===== config.mk =====
export PLATFORM = sky130hd
export DESIGN_NAME = phase_pick_cdr
export DESIGN_NICKNAME = d
export VERILOG_FILES = /design/src/rtl/cdr_pkg.sv /design/src/rtl/cdr_slot_counter.sv /design/src/rtl/cdr_phase_tracker.sv /design/src/rtl/cdr_bit_sampler.sv /design/src/rtl/phase_pick_cdr.sv
export SDC_FILE = /design/constraint.sdc
export NUM_CORES = 1
export LEC_CHECK = 0
export BUFFER_PORTS_ARGS = -buffer_cell sky130_fd_sc_hd__buf_2
export CAP_MARGIN = 10
export CORE_MARGIN = 8
export CORE_UTILIZATION = 50
export CTS_CLUSTER_SIZE = 20
export DETAILED_ROUTE_END_ITERATION = 12
export PLACE_DENSITY_LB_ADDON = 0.25
export SYNTH_ARGS = -nofsm -noshare
export SYNTH_HDL_FRONTEND = slang
export SYNTH_HIERARCHICAL = 1
export SYNTH_SLANG_ARGS = --single-unit

===== constraint.sdc =====
create_clock -name clk -period 2.98 [get_ports clk]
set_input_delay 0.149 -clock clk [delete_from_list [all_inputs] [get_ports clk]]
set_output_delay 0.149 -clock clk [all_outputs]
set_load 0.1 [all_outputs]

===== src/rtl/cdr_pkg.sv =====
package cdr_pkg;

    typedef enum logic [1:0] {
        LM_PAIR   = 2'b00,
        LM_MERGED = 2'b01,
        LM_HOST   = 2'b10,
        LM_SPARE  = 2'b11
    } line_mode_e;

    typedef enum logic [1:0] {
        TS_WAIT  = 2'b00,
        TS_HOLD  = 2'b01,
        TS_LATE  = 2'b10,
        TS_EARLY = 2'b11
    } track_state_e;

    typedef struct packed {
        logic pos;
        logic neg;
    } mark_pair_t;

endpackage


===== src/rtl/cdr_slot_counter.sv =====
module cdr_slot_counter #(
    parameter int SLOTS = 13,
    parameter int SW    = 4
) (
    input  logic          clk,
    input  logic          rst_n,
    output logic [SW-1:0] slot
);

    localparam logic [SW-1:0] LAST = SW'(SLOTS - 1);

    always_ff @(posedge clk or negedge rst_n) begin
        if (!rst_n) begin
            slot <= '0;
        end else if (slot == LAST) begin
            slot <= '0;
        end else begin
            slot <= slot + 1'b1;
        end
    end

    // the counter never leaves its range
    assert_slot_range_R1: assert property (@(posedge clk) disable iff (!rst_n)
        slot < SW'(SLOTS));

    // it steps by one below the wrap point
    assert_slot_step_R1: assert property (@(posedge clk) disable iff (!rst_n)
        (slot != LAST) |=> (slot == $past(slot) + 1'b1));

endmodule


===== src/rtl/cdr_phase_tracker.sv =====
module cdr_phase_tracker import cdr_pkg::*; #(
    parameter int SLOTS       = 13,
    parameter int SW          = 4,
    parameter int THRESH      = 2,
    parameter int RESET_PHASE = 6
) (
    input  logic          clk,
    input  logic          rst_n,
    input  logic [SW-1:0] slot,
    input  logic          pulse_any,
    output logic [SW-1:0] phase,
    output logic [SW-1:0] rel,
    output logic          waiting
);

    localparam int CENTER    = SLOTS / 2;
    localparam int LATE_LIM  = CENTER + THRESH;
    localparam int EARLY_LIM = CENTER - THRESH;
    localparam int APPLY     = CENTER / 2;

    track_state_e state, state_nxt, cls;
    logic [SW:0]  wrap_sum;
    logic         is_late, is_early, at_apply;

    function automatic logic [SW-1:0] step_up(input logic [SW-1:0] p);
        return (p == SW'(SLOTS - 1)) ? '0 : p + 1'b1;
    endfunction

    function automatic logic [SW-1:0] step_dn(input logic [SW-1:0] p);
        return (p == '0) ? SW'(SLOTS - 1) : p - 1'b1;
    endfunction

    // slot position measured from the selected phase
    always_comb begin
        wrap_sum = {1'b0, slot} + (SW+1)'(SLOTS) - {1'b0, phase};
        rel      = (slot >= phase) ? (slot - phase) : wrap_sum[SW-1:0];
    end

    assign is_late  = int'(rel) > LATE_LIM;
    assign is_early = int'(rel) < EARLY_LIM;
    assign at_apply = (rel == SW'(APPLY));
    assign waiting  = (state == TS_WAIT);

    always_comb begin
        if (is_late) begin
            cls = TS_LATE;
        end else if (is_early) begin
            cls = TS_EARLY;
        end else begin
            cls = TS_HOLD;
        end
    end

    // next-state selection
    always_comb begin
        state_nxt = state;
        unique case (state)
            TS_WAIT:  state_nxt = pulse_any ? cls : TS_WAIT;
            TS_HOLD:  state_nxt = pulse_any ? cls : TS_HOLD;
            TS_LATE,
            TS_EARLY: begin
                if (pulse_any) begin
                    state_nxt = cls;
                end else if (at_apply) begin
                    state_nxt = TS_HOLD;
                end
            end
            default:  state_nxt = TS_WAIT;
        endcase
    end

    // state register
    always_ff @(posedge clk or negedge rst_n) begin
        if (!rst_n) begin
            state <= TS_WAIT;
        end else begin
            state <= state_nxt;
        end
    end

    // phase register, stepped only by a pending move at the apply slot
    always_ff @(posedge clk or negedge rst_n) begin
        if (!rst_n) begin
            phase <= SW'(RESET_PHASE);
        end else if (at_apply) begin
            unique case (state)
                TS_LATE:  phase <= step_up(phase);
                TS_EARLY: phase <= step_dn(phase);
                default:  phase <= phase;
            endcase
        end
    end

    // the phase moves by one slot at most
    assert_phase_step_R5: assert property (@(posedge clk) disable iff (!rst_n)
        (phase != $past(phase)) |->
            ((phase == step_up($past(phase))) || (phase == step_dn($past(phase)))));

    // before the first pulse the reset phase is kept
    assert_wait_phase_R3: assert property (@(posedge clk) disable iff (!rst_n)
        waiting |-> (phase == SW'(RESET_PHASE)));

endmodule


===== src/rtl/cdr_bit_sampler.sv =====
module cdr_bit_sampler import cdr_pkg::*; #(
    parameter int SLOTS      = 13,
    parameter int SW         = 4,
    parameter int HIGH_SLOTS = 7
) (
    input  logic          clk,
    input  logic          rst_n,
    input  logic [SW-1:0] rel,
    input  mark_pair_t    mark,
    input  logic          waiting,
    input  line_mode_e    mode,
    input  logic          edge_sel,
    output logic          rx_pos,
    output logic          rx_neg,
    output logic          rx_merged,
    output logic          rx_clk
);

    mark_pair_t acc, bit_q, rise_q, src;
    logic       boundary, launch_fall, fall_sel, pair_en, mrg_en;

    assign boundary    = (rel == SW'(SLOTS - 1));
    assign launch_fall = (rel == SW'(HIGH_SLOTS - 1));
    assign rx_clk      = (rel < SW'(HIGH_SLOTS));

    always_ff @(posedge clk or negedge rst_n) begin
        if (!rst_n) begin
            acc    <= '0;
            bit_q  <= '0;
            rise_q <= '0;
        end else begin
            if (boundary) begin
                bit_q <= mark_pair_t'(acc | mark);
                acc   <= '0;
            end else begin
                acc   <= mark_pair_t'(acc | mark);
            end
            if (launch_fall) begin
                rise_q <= bit_q;
            end
        end
    end

    always_comb begin
        fall_sel  = (mode == LM_MERGED) || ((mode == LM_HOST) && edge_sel);
        pair_en   = (mode != LM_MERGED);
        mrg_en    = (mode == LM_MERGED) || (mode == LM_HOST);
        src       = fall_sel ? bit_q : rise_q;
        rx_pos    = !waiting && pair_en && src.pos;
        rx_neg    = !waiting && pair_en && src.neg;
        rx_merged = !waiting && mrg_en && (src.pos || src.neg);
    end

    // rising-valid data only changes as the recovered clock falls
    assert_rise_launch_R8: assert property (@(posedge clk) disable iff (!rst_n)
        (rise_q != $past(rise_q)) |-> $fell(rx_clk));

    // falling-valid data only changes as the recovered clock rises
    assert_fall_launch_R9: assert property (@(posedge clk) disable iff (!rst_n)
        (bit_q != $past(bit_q)) |-> $rose(rx_clk));

endmodule


===== src/rtl/phase_pick_cdr.sv =====
module phase_pick_cdr import cdr_pkg::*; #(
    parameter int SLOTS       = 13,
    parameter int THRESH      = 2,
    parameter int RESET_PHASE = 6,
    parameter int HIGH_SLOTS  = 7
) (
    input  logic       clk,
    input  logic       rst_n,
    input  logic       pulse_pos,
    input  logic       pulse_neg,
    input  logic [1:0] line_mode,
    input  logic       edge_sel,
    output logic       rx_pos,
    output logic       rx_neg,
    output logic       rx_merged,
    output logic       rx_clk
);

    localparam int SW = $clog2(SLOTS);

    logic [SW-1:0] slot, phase, rel;
    logic          waiting;
    mark_pair_t    mark;
    line_mode_e    mode_e;

    assign mark   = '{pos: pulse_pos, neg: pulse_neg};
    assign mode_e = line_mode_e'(line_mode);

    cdr_slot_counter #(.SLOTS(SLOTS), .SW(SW)) u_ctr (
        .clk   (clk),
        .rst_n (rst_n),
        .slot  (slot)
    );

    cdr_phase_tracker #(
        .SLOTS(SLOTS), .SW(SW), .THRESH(THRESH), .RESET_PHASE(RESET_PHASE)
    ) u_trk (
        .clk       (clk),
        .rst_n     (rst_n),
        .slot      (slot),
        .pulse_any (pulse_pos || pulse_neg),
        .phase     (phase),
        .rel       (rel),
        .waiting   (waiting)
    );

    cdr_bit_sampler #(.SLOTS(SLOTS), .SW(SW), .HIGH_SLOTS(HIGH_SLOTS)) u_smp (
        .clk       (clk),
        .rst_n     (rst_n),
        .rel       (rel),
        .mark      (mark),
        .waiting   (waiting),
        .mode      (mode_e),
        .edge_sel  (edge_sel),
        .rx_pos    (rx_pos),
        .rx_neg    (rx_neg),
        .rx_merged (rx_merged),
        .rx_clk    (rx_clk)
    );

endmodule


Word level (Yosys, flattened, before mapping)

Index checks and enable logic that the tools add are counted.

$add $sub $neg: 6
Magnitude comparators: 4
Eq/ne operators: 12
Muxes and demuxes: 14
Bitwise operators: 1
Reductions and logical operators: 16

Operators with widths:

| cell                                                  | count |
|---|---|
| 2-to-1 mux 2 bit                                      | 8 |
| 2-to-1 mux 4 bit                                      | 4 |
| == test 4 bit, second input constant                  | 3 |
| adder 4 x 1 -> 4 bit, second input constant           | 2 |
| < comparator 4 x 3 -> 1 bit, second input constant    | 2 |
| case mux 4 bit (2 select lines)                       | 1 |
| subtractor 4 bit                                      | 2 |
| == test 2 bit, second input constant                  | 3 |
| logical AND 1 bit                                     | 6 |
| case mux 2 bit (3 select lines)                       | 1 |
| adder 4 bit, second input constant                    | 1 |
| == test 2 x 1 -> 1 bit, second input constant         | 2 |
| == test 4 x 2 -> 1 bit, second input constant         | 1 |
| == test 4 x 3 -> 1 bit, second input constant         | 1 |
| >= comparator 4 bit                                   | 1 |
| > comparator 4 bit, second input constant             | 1 |
| logical NOT 4 bit                                     | 1 |
| logical OR 1 bit                                      | 4 |
| subtractor 4 x 1 -> 4 bit, second input constant      | 1 |
| inequality test 3 x 1 -> 1 bit, second input constant | 1 |
| logical NOT 2 bit                                     | 1 |
| inequality test 2 x 1 -> 1 bit, second input constant | 1 |
| OR 2 bit                                              | 1 |
| AND reduction 2 bit                                   | 1 |
| other kinds (3)                                       | 3 |

Flip-flop bits (word level): 16
Input port bits: 7
Output and inout port bits: 4
Word-level logic and storage cells: 62

Logic depth before layout (Yosys ltp)

Gate-level depths: netlist (run 1).

Depth after elaboration: 8
Gate-level depth with buffers: 12
Gate-level depth less buffers: 12

By module

The synthesis (run 1) kept the hierarchy.

By module, submodules not included:

| module            | times used | cells an instance | area each (um^2) | sequential area each (um^2) |
|---|---|---|---|---|
| cdr_phase_tracker | 1          | 94                | 822.0            | 152.6 |
| cdr_bit_sampler   | 1          | 33                | 361.6            | 150.1 |
| cdr_slot_counter  | 1          | 18                | 200.2            | 100.1 |
| phase_pick_cdr    | 1          | 1                 | 6.3              | 0.0 |

Worst setup path before layout (run 1)

Ideal clock, no wire load.

Path type: register -> output
Start point: register u_trk.phase[1]
End point: output rx_clk
Data arrival time: 3548 ps
Data required time: 2831 ps
Slack: -717 ps
Cell stages (with the launch flop): 11
Buffers on the path: 0
Cell sequence: dfstp_2 -> ha_1 -> inv_1 -> ha_1 -> inv_1 -> fa_1 -> xor3_1 -> inv_1 -> or2b_2 -> nand2_1 -> a31oi_1

Longest elaborated chain between the ends: 3
Elaborated cells between the ends (all ways): 5
Those cells by class: add/sub: 2; order compare: 2; mux: 1

Ends and longest elaborated chain:

| what                                     | RTL line                | text |
|---|---|---|
| start, declared                          | cdr_phase_tracker.sv:11 | `output logic [SW-1:0] phase,` |
| start signal, assigned                   | cdr_phase_tracker.sv:84 | `phase <= SW'(RESET_PHASE);` |
| start signal, assigned                   | cdr_phase_tracker.sv:87 | `TS_LATE: phase <= step_up(phase);` |
| start signal, assigned                   | cdr_phase_tracker.sv:88 | `TS_EARLY: phase <= step_dn(phase);` |
| subtractor 4 bit (tied with other cells) | cdr_phase_tracker.sv:35 | `wrap_sum = {1'b0, slot} + (SW+1)'(SLOTS) - {1'b0, phase};` |
| 2-to-1 mux 4 bit (*)                     | cdr_phase_tracker.sv:36 | `rel = (slot >= phase) ? (slot - phase) : wrap_sum[SW-1:0];` |
| via rel[3]                               | phase_pick_cdr.sv:21    | `logic [SW-1:0] slot, phase, rel;` |
| < comparator 4 x 3 -> 1 bit (*)          | cdr_bit_sampler.sv:24   | `assign rx_clk = (rel < SW'(HIGH_SLOTS));` |
| end, declared                            | phase_pick_cdr.sv:16    | `output logic rx_clk` |

The timed path passes the listed nets; every way through them passes the cells marked *.

Worst setup path in the final report (run 1)

Start point: register u_trk.phase[2]
End point: output rx_clk

The elaborated chain is that of the path after synthesis.

==> impl_metrics.prom, run 1 <==
# TYPE chip_impl_metric gauge
chip_impl_metric{name="dr.pass1.iters",unit=""} 4
chip_impl_info{name="hold_path.class",value="input port to flop"} 1
chip_impl_info{name="worst_r2r_startpoint",value="u_ctr/slot[0]"} 1
chip_impl_metric{name="dieWidth",unit="microns"} 68.73
chip_impl_metric{name="reg2reg_slack",unit="ps"} 250
chip_impl_info{name="worst_hold_startpoint",value="pulse_pos"} 1
chip_impl_metric{name="arrival",unit="ps"} 2660
chip_impl_metric{name="grt_start_max_net_pins",unit=""} 17
chip_impl_metric{name="hold_viol_final",unit=""} 0
chip_impl_metric{name="grt_remaining_overflow",unit=""} 0
chip_impl_metric{name="timing.slew.headroom",unit=""} 0.6591
chip_impl_metric{name="drc",unit=""} 0
chip_impl_metric{name="top_level_ports",unit=""} 11
chip_impl_metric{name="routability_congestion",unit=""} 0.8606
chip_impl_info{name="cp_cell_sequence",value="ha_1, buf_4, and3b_1, or3_2, nand3_1, nand2_2, buf_4, a31oi_4, buf_12"} 1
chip_impl_metric{name="antenna_violating_nets_post_route",unit=""} 0
chip_impl_metric{name="cp_num_buf_inv",unit=""} 3
chip_impl_metric{name="clk-insertion-delay-late",unit="ps"} 290
chip_impl_metric{name="clockBufferDepth",unit=""} 2
chip_impl_metric{name="proportion_of_register_bits_with_asynchronous_set_or_reset_after_synthesis",unit=""} 1.000
chip_impl_metric{name="drt_iter0_drc",unit=""} 48
chip_impl_metric{name="synthToLayoutAreaGrowth",unit="%"} 16.29
chip_impl_metric{name="synth_edf_count",unit=""} 0
chip_impl_metric{name="clock_sink_count",unit=""} 16
chip_impl_metric{name="numCtsBuffers",unit=""} 3
chip_impl_metric{name="timing.final.max_slew_violations",unit=""} 0
chip_impl_info{name="cpMaxStageDelayCell",value="sky130_fd_sc_hd__dfstp_2"} 1
chip_impl_metric{name="final_layout_size_suffix_gt1_frac",unit=""} 0.2590
chip_impl_metric{name="viasPerCell",unit=""} 5.731
chip_impl_metric{name="worst_r2r_path_depth",unit=""} 10
chip_impl_info{name="worst_path_dominant_cell_family",value="simple AND/OR/NAND/NOR gates"} 1
chip_impl_info{name="cts_tree",value="built"} 1
chip_impl_metric{name="number_of_register_bits_inferred_by_synthesis",unit=""} 16
chip_impl_metric{name="core_area",unit="sq um"} 2710
chip_impl_info{name="main_flop_type_after_synthesis",value="sky130_fd_sc_hd__dfrtp_1"} 1
chip_impl_info{name="critPathMostFrequentCell",value="sky130_fd_sc_hd__buf_4"} 1
chip_impl_metric{name="vias",unit=""} 1129
chip_impl_metric{name="timing.final.crit_share",unit=""} 0.9413
chip_impl_metric{name="synth.avg_cell_area",unit="sq um"} 9.521
chip_impl_metric{name="nFillCells",unit=""} 244
chip_impl_metric{name="via_count_of_the_first_global_routing_pass",unit=""} 1090
chip_impl_metric{name="port_buffers",unit=""} 10
chip_impl_metric{name="achievable-frequency",unit="MHz"} 356.5
chip_impl_metric{name="worstPathRequired",unit="ps"} 2830
chip_impl_info{name="hold_end",value="u_smp/acc[1]"} 1
chip_impl_info{name="clock_tree.root_cell",value="sky130_fd_sc_hd__clkbuf_4"} 1
chip_impl_metric{name="timing.hold.worst_path_depth",unit=""} 3
chip_impl_metric{name="syn-num-nets",unit=""} 169
chip_impl_info{name="crit_path_start_kind",value="flop"} 1
chip_impl_metric{name="slew_at_the_pin_closest_to_its_max_slew_limit",unit="ps"} 506.0
chip_impl_metric{name="clk_pin_slew",unit="ps"} 100
chip_impl_metric{name="yosys_warnings",unit=""} 6
chip_impl_metric{name="post-dp-hpwl",unit="mm"} 2.232
chip_impl_info{name="reg2reg_to",value="u_smp/rise_q[1]"} 1
chip_impl_metric{name="synthesis.instances",unit=""} 146
chip_impl_metric{name="synth.lib_cells_used.distinct",unit=""} 53
chip_impl_metric{name="fp.dieArea",unit="sq um"} 4723
chip_impl_metric{name="finish.net_count",unit=""} 190
chip_impl_metric{name="floorplan.initialDensity",unit=""} 0.5129
chip_impl_metric{name="yosysSeqAreaShare",unit=""} 0.2898
chip_impl_metric{name="finalWorstPathRequiredPeriod",unit="ps"} 2805
chip_impl_metric{name="initial_antenna_violation_count",unit=""} 0
chip_impl_info{name="worstSetupPathType",value="flop to primary output"} 1
chip_impl_metric{name="setup_viols_final",unit=""} 0
chip_impl_metric{name="skew",unit="ps"} 4.182
chip_impl_metric{name="max_cap_viol_count",unit=""} 0
chip_impl_metric{name="synth_area",unit="sq um"} 1390
chip_impl_metric{name="globalRouteTotalUtil",unit=""} 0.1366
chip_impl_metric{name="postRouteWirelength",unit="mm"} 2.899
chip_impl_metric{name="fp-row-count",unit=""} 19
chip_impl_info{name="status",value="completed"} 1
chip_impl_metric{name="cts.repair_timing.setup_buffer_count",unit=""} 0
chip_impl_metric{name="crit_path_max_fanout",unit=""} 4
chip_impl_metric{name="route.detailed.wl_per_inst",unit="microns"} 14.72
chip_impl_metric{name="final_core_utilization",unit=""} 0.5965
chip_impl_metric{name="htreeDepth",unit=""} 1
chip_impl_metric{name="antenna_cells",unit=""} 0
chip_impl_metric{name="fp.dieH",unit="microns"} 68.73
chip_impl_metric{name="wire_length_of_the_first_global_routing_pass",unit="mm"} 4.919
chip_impl_metric{name="timing.critical_path.slowest_cell_delay",unit="ps"} 560
chip_impl_info{name="critical_path.endpoint_type",value="primary output"} 1
-- worst max-delay path by stage --
stage	startpoint	slack [ps]	cells after the start	endpoint
2_1_floorplan	u_trk/phase[1]	80	11	u_smp/rise_q[0]
3_3_place_gp	u_trk/phase[1]	120	12	u_smp/bit_q[0]
3_5_place_dp	u_trk/phase[1]	30	12	u_smp/bit_q[0]
4_1_cts	u_trk/phase[1]	90	12	rx_clk
5_1_grt	u_ctr/slot[0]	-10	10	rx_clk
6_report	u_trk/phase[2]	180	9	rx_clk
-- cells by family (layout without fill, tap and decap cells) --
kind of cell	count (synthesis)	after routing	synth area share
AO/OA/AOI/OAI	34	34	0.1773
XOR/XNOR	3	3	0.02970
adder cells (fa/ha/maj)	16	16	0.1548
buffers and inverters	21	41	0.06480
flip-flops	16	16	0.2898
multiplexers	11	11	0.09001
AND/OR/NAND/NOR	45	45	0.1935
-- cell usage in the layout, fill, tap and decap left out, drive strengths merged, types with 4 or more instances in the layout --
cell	n
a21oi	7
buf	18
clkbuf	4
dfrtp	14
ha	14
inv	18
mux2	6
mux2i	5
nand2	8
nand3	5
nor2	9
nor3	4
nor3b	5
o21ai	7
-- synth_stat cells, types with 2 or more instances --
cell type / instances / area, sq um
sky130_fd_sc_hd__a21oi_1: 7 / 35.03
sky130_fd_sc_hd__dfrtp_1: 14 / 350.3
sky130_fd_sc_hd__dfstp_2: 2 / 52.55
sky130_fd_sc_hd__fa_1: 2 / 40.04
sky130_fd_sc_hd__ha_1: 14 / 175.2
sky130_fd_sc_hd__inv_1: 18 / 67.56
sky130_fd_sc_hd__mux2_1: 2 / 22.52
sky130_fd_sc_hd__mux2_2: 2 / 22.52
sky130_fd_sc_hd__mux2_4: 2 / 30.03
sky130_fd_sc_hd__mux2i_1: 5 / 50.05
sky130_fd_sc_hd__nand2_1: 8 / 30.03
sky130_fd_sc_hd__nand3_1: 5 / 25.02
sky130_fd_sc_hd__nor2_1: 9 / 33.78
sky130_fd_sc_hd__nor3_1: 4 / 20.02
sky130_fd_sc_hd__nor3b_1: 5 / 37.54
sky130_fd_sc_hd__o21a_1: 2 / 15.01
sky130_fd_sc_hd__o21ai_0: 7 / 35.03
sky130_fd_sc_hd__o221ai_1: 2 / 17.52
sky130_fd_sc_hd__o31ai_1: 2 / 15.01
-- layout make-up --
class	instances	area (sq um)	share of cell area
multi-input cells	109	935.9	0.5789
flip-flops and latches	16	402.9	0.2492
repair buffers	19	135.1	0.08359
inverters	18	67.56	0.04180
well taps	31	38.79	0.02399
clock buffers	4	36.28	0.02245
-- through the flow --
| step | setup slack [ps] | std cells | TNS (ps) | cell area, sq um | hold slack [ps] |
|---|---|---|---|---|---|
| after floorplan | 77.72 | 146 | 0 | 1405 | -146.6 |
| after global placement | 121.9 | 192 | 0 | 1546 | 84.96 |
| after detailed placement | 33.76 | 192 | 0 | 1546 | 85.12 |
| after CTS | 89.21 | 197 | 0 | 1593 | 97.64 |
| after global routing | -11.77 | 197 | -11.77 | 1617 | 107.1 |
| final | 175.1 | 197 | 0 | 1617 | 92.51 |
-- routing by layer --
metal | vias up | track usage | share of wire
met4 | 0 | 0.04762 | 0.013
met3 | 4 | 0.02423 | 0.037
met5 | - | 0 | 0
met1 | 541 | 0.1582 | 0.42
met2 | 16 | 0.2462 | 0.53
li1 | 568 | - | -
-- state kept, by name, indices dropped and copies added (netlist names) --
register and flops:
u_trk/phase 4, u_smp/acc 2, u_trk/state 2, u_smp/bit_q 2, u_ctr/slot 4, u_smp/rise_q 2
-- worst min-delay path, delay by kind of cell --
| family | cells | cell delay [ps] |
|---|---|---|
| buf+inv | 1 | 80 |
| simple gates | 2 | 130 |
-- repair_timing --
action / CTS / global route
hold buffers: 1 / 0
resized for setup: 1 / 6
pin swaps: 1 / 0
endpoints found under the setup margin: 2 / 1
cloned: 0 / 0
hold endpoints to repair: 14 / 0
Power of run 1 is not shown: default switching activity piles up to over one toggle a cycle in this logic, so the estimate is an artifact.
==> run 2: changes to the inputs <==
ABC_AREA = 1   (was not set)
SETUP_SLACK_MARGIN = 0.5   (was not set)
TNS_END_PERCENT = 30   (was not set)
==> run 2 against run 1 <==
  * First-iteration DRC count rose by 25%
  * Setup slack improved by 120 ps
  * Routed wire length rose by 4.6%
  * Cell count rose by 24%
  * Via count rose by 9.4%
  * Count of clock-buffer cells in the layout did not move
  * Utilization rose by 0.90 points
  * Worst hold slack improved by 62 ps
  * Register-to-register slack improved by 290 ps
  * Critical endpoint unchanged
==> impl_metrics.prom, run 2 <==
# TYPE chip_impl_metric gauge
chip_impl_metric{name="yosysSeqAreaShare",unit=""} 0.2935
chip_impl_metric{name="final-instance-count-excl-fill",unit=""} 244
chip_impl_info{name="main_flop_type_after_synthesis",value="sky130_fd_sc_hd__dfrtp_1"} 1
chip_impl_info{name="synth_top_cells_by_count",value="sky130_fd_sc_hd__nand2_1 (53), sky130_fd_sc_hd__inv_1 (34), sky130_fd_sc_hd__nand3_1 (18)"} 1
chip_impl_metric{name="synthSimpleGateAreaFrac",unit=""} 0.3546
chip_impl_metric{name="setup_viols_final",unit=""} 0
chip_impl_metric{name="synth.avg_cell_area",unit="sq um"} 7.186
chip_impl_metric{name="port_buffers",unit=""} 10
chip_impl_metric{name="yosys_warnings",unit=""} 6
chip_impl_metric{name="top_level_ports",unit=""} 11
chip_impl_info{name="hold_path.class",value="input port to flop"} 1
chip_impl_metric{name="synth_compound_area_frac",unit=""} 0.06290
chip_impl_metric{name="floorplan.initialDensity",unit=""} 0.5109
chip_impl_metric{name="slew_at_the_pin_closest_to_its_max_slew_limit",unit="ps"} 492.4
chip_impl_metric{name="synth-xor-area-share",unit=""} 0.02552
chip_impl_info{name="crit_path_start_kind",value="flop"} 1
chip_impl_metric{name="grt_start_max_net_pins",unit=""} 17
chip_impl_info{name="clock_tree.root_cell",value="sky130_fd_sc_hd__clkbuf_4"} 1
chip_impl_metric{name="number_of_register_bits_inferred_by_synthesis",unit=""} 16
chip_impl_metric{name="worst_r2r_path_depth",unit=""} 17
chip_impl_metric{name="hold_viol_final",unit=""} 0
chip_impl_metric{name="place_inst",unit=""} 231
chip_impl_metric{name="fin_worst_hold_slack",unit="ps"} 154.4
chip_impl_metric{name="clk_pin_slew",unit="ps"} 90
chip_impl_info{name="worstSetupPathType",value="flop to primary output"} 1
chip_impl_info{name="reg2reg_to",value="u_trk/state[0]"} 1
chip_impl_metric{name="drc",unit=""} 0
chip_impl_metric{name="antenna_violating_nets_post_route",unit=""} 0
chip_impl_metric{name="core_area",unit="sq um"} 2686
chip_impl_info{name="grt_setup_unrepaired",value="true"} 1
chip_impl_metric{name="netlist.area_leader.share",unit=""} 0.2552
chip_impl_metric{name="grt_remaining_overflow",unit=""} 0
chip_impl_info{name="worst_hold_startpoint",value="pulse_pos"} 1
chip_impl_metric{name="clk-insertion-delay-late",unit="ps"} 290
chip_impl_metric{name="synth_area",unit="sq um"} 1373
chip_impl_metric{name="clockBufferDepth",unit=""} 2
chip_impl_info{name="reg.largest.list",value="u_ctr/slot: 4 flops, u_trk/phase: 4 flops"} 1
chip_impl_metric{name="clock_sink_count",unit=""} 16
chip_impl_metric{name="crit_path_max_fanout",unit=""} 2
chip_impl_metric{name="vias",unit=""} 1235
chip_impl_metric{name="synth.lib_cells_used.distinct",unit=""} 28
chip_impl_metric{name="max_cap_viol_count",unit=""} 0
chip_impl_metric{name="timing.critical_path.slowest_cell_delay",unit="ps"} 580
chip_impl_metric{name="final.setup.tns",unit="ps"} 0
chip_impl_metric{name="finalWorstPathRequiredPeriod",unit="ps"} 2686
chip_impl_metric{name="finish.net_count",unit=""} 237
chip_impl_info{name="synth_top_family_by_area",value="simple AND/OR/NAND/NOR gates"} 1
chip_impl_info{name="cpMaxStageDelayCell",value="sky130_fd_sc_hd__dfstp_2"} 1
chip_impl_metric{name="dieWidth",unit="microns"} 68.40
chip_impl_metric{name="proportion_of_register_bits_with_asynchronous_set_or_reset_after_synthesis",unit=""} 1.000
chip_impl_metric{name="worstPathRequired",unit="ps"} 2830
chip_impl_info{name="critical_path.endpoint_type",value="primary output"} 1
chip_impl_metric{name="timing.final.crit_share",unit=""} 0.9014
chip_impl_metric{name="fp.dieArea",unit="sq um"} 4678
chip_impl_metric{name="timing.slew.headroom",unit=""} 0.6740
chip_impl_metric{name="timing.final.max_slew_violations",unit=""} 0
chip_impl_metric{name="htreeDepth",unit=""} 1
chip_impl_metric{name="synthesis.instances",unit=""} 191
chip_impl_info{name="critPathMostFrequentCell",value="sky130_fd_sc_hd__nand2_1"} 1
chip_impl_metric{name="synth_edf_count",unit=""} 0
chip_impl_metric{name="drt_iter0_drc",unit=""} 60
chip_impl_metric{name="reg2reg_slack",unit="ps"} 540
chip_impl_metric{name="globalRouteTotalUtil",unit=""} 0.1491
chip_impl_metric{name="timing.hold.worst_path_depth",unit=""} 3
chip_impl_info{name="yosys.cell_count.top_type",value="sky130_fd_sc_hd__nand2_1"} 1
chip_impl_metric{name="via_count_of_the_first_global_routing_pass",unit=""} 1206
chip_impl_info{name="status",value="completed"} 1
chip_impl_info{name="cts_tree",value="built"} 1
chip_impl_info{name="most-common-layout-cells",value="sky130_fd_sc_hd__nand2_1 (52), sky130_fd_sc_hd__inv_1 (28), sky130_fd_sc_hd__nand3_1 (18), sky130_fd_sc_hd__dfrtp_1 (12), sky130_fd_sc_hd__ha_1 (11)"} 1
chip_impl_metric{name="antenna_cells",unit=""} 0
chip_impl_metric{name="fp-row-count",unit=""} 19
chip_impl_metric{name="post-dp-hpwl",unit="mm"} 2.262
chip_impl_metric{name="final_layout_size_suffix_gt1_frac",unit=""} 0.2582
chip_impl_metric{name="viasPerCell",unit=""} 5.061
chip_impl_metric{name="initial_antenna_violation_count",unit=""} 0
chip_impl_metric{name="arrival",unit="ps"} 2540
chip_impl_metric{name="route.detailed.wl_per_inst",unit="microns"} 12.42
chip_impl_info{name="layout_commonest_cell",value="sky130_fd_sc_hd__nand2_1"} 1
chip_impl_info{name="worst_r2r_startpoint",value="u_trk/phase[1]"} 1
chip_impl_info{name="synth.top_cells.by_area",value="sky130_fd_sc_hd__dfrtp_1 (26%), sky130_fd_sc_hd__nand2_1 (14%), sky130_fd_sc_hd__ha_1 (13%)"} 1
chip_impl_metric{name="synthToLayoutAreaGrowth",unit="%"} 18.51
chip_impl_info{name="netlist.top_cell.by_area",value="sky130_fd_sc_hd__dfrtp_1"} 1
chip_impl_info{name="hold_end",value="u_smp/bit_q[1]"} 1
chip_impl_metric{name="dr.pass1.iters",unit=""} 4
chip_impl_metric{name="fp.dieH",unit="microns"} 68.40
chip_impl_metric{name="synth-adder-area-share",unit=""} 0.1568
chip_impl_metric{name="postRouteWirelength",unit="mm"} 3.031
chip_impl_metric{name="wire_length_of_the_first_global_routing_pass",unit="mm"} 5.292
chip_impl_metric{name="achievable-frequency",unit="MHz"} 372.3
chip_impl_info{name="cp_cell_sequence",value="ha_4, inv_2, ha_4, inv_2, fa_2, inv_2, nand2_2, nand2_1, nand2_1, nand2_1, nand2_1, nand2_2, inv_4, a31o_4, clkinvlp_4, buf_12"} 1
chip_impl_metric{name="routability_congestion",unit=""} 0.7870
chip_impl_metric{name="skew",unit="ps"} 3.129
chip_impl_metric{name="synth.mux.area_fraction",unit=""} 0
chip_impl_metric{name="syn-num-nets",unit=""} 214
chip_impl_metric{name="numCtsBuffers",unit=""} 3
-- run 2: cell count changes in the layout (fill, tap and decap cells not counted), sizes merged, moves of 3 or more --
cell and delta:
nand2 +51, nand3b +4, a21oi -4, nor3b -5, mux2 -6, inv +19, mux2i -5, nor2 +3
nand3 +15
-- run 2: logic make-up (layout without fill, tap and decap cells) --
kind of cell | Yosys count | after routing
fa+ha+maj | 16 | 16
buf+inv | 39 | 61
xor+xnor | 4 | 4
simple gates | 101 | 101
flops | 16 | 16
compound gates | 15 | 15
-- run 2: repair_timing --
item | in CTS | in global routing
resized for setup | 16 | 1
hold buffers | 1 | 0
endpoints found under the setup margin | 3 | 9
setup buffers | 7 | 1
endpoints found under the hold margin | 14 | 0
pin swaps | 6 | 5
-- run 2: worst max path at each step --
| stage | from | endpoint | slack (ps) | cells after the start |
|---|---|---|---|---|
| finish | u_trk/phase[1] | rx_clk | 290 | 16 |
| global route | u_trk/phase[1] | rx_clk | 190 | 16 |
| CTS | u_trk/phase[1] | rx_clk | 300 | 16 |
| detailed placement | u_trk/phase[1] | rx_clk | 280 | 16 |
| global placement | u_trk/phase[1] | rx_clk | 400 | 16 |
| floorplan | line_mode[1] | rx_pos | 200 | 7 |
-- run 2: worst max-delay path: cells and delay by family, from the launching register on --
family,cells,cell delay (ps)
compound gates,1,200
fa+ha+maj,3,670
simple gates,6,350
flops,1,580
buf+inv,6,420
-- run 2: cell type report --
| cell class | instances | area (sq um) |
|---|---|---|
| Inverter | 38 | 148.9 |
| Multi-Input combinational cell | 136 | 872.1 |
| Tap cell | 31 | 38.79 |
| Timing Repair Buffer | 19 | 135.1 |
| Sequential cell | 16 | 405.4 |
| Clock buffer | 4 | 26.28 |
| Fill cell | 250 | 1060 |
-- run 2: per-stage QoR --
step / utilization / area, sq um / setup WS, ps
finish: 0.6055 / 1627 / 293.9
global route: 0.6055 / 1627 / 187.5
CTS: 0.6018 / 1617 / 300.2
detailed placement: 0.5496 / 1476 / 277.3
global placement: 0.5496 / 1476 / 400.6
floorplan: - / 1376 / 201.0
-- run 2: layer usage --
layer | global-route usage | wire (microns) | share of wire | vias to the layer above
met4 | 0.05115 | 76 | 0.025 | 0
met1 | 0.1673 | 1247 | 0.41 | 559
met5 | 0 | 0 | 0 | -
li1 | - | - | - | 645
met3 | 0.03928 | 111 | 0.037 | 8
met2 | 0.2648 | 1597 | 0.53 | 23
Power of run 2 is left out for the same reason.
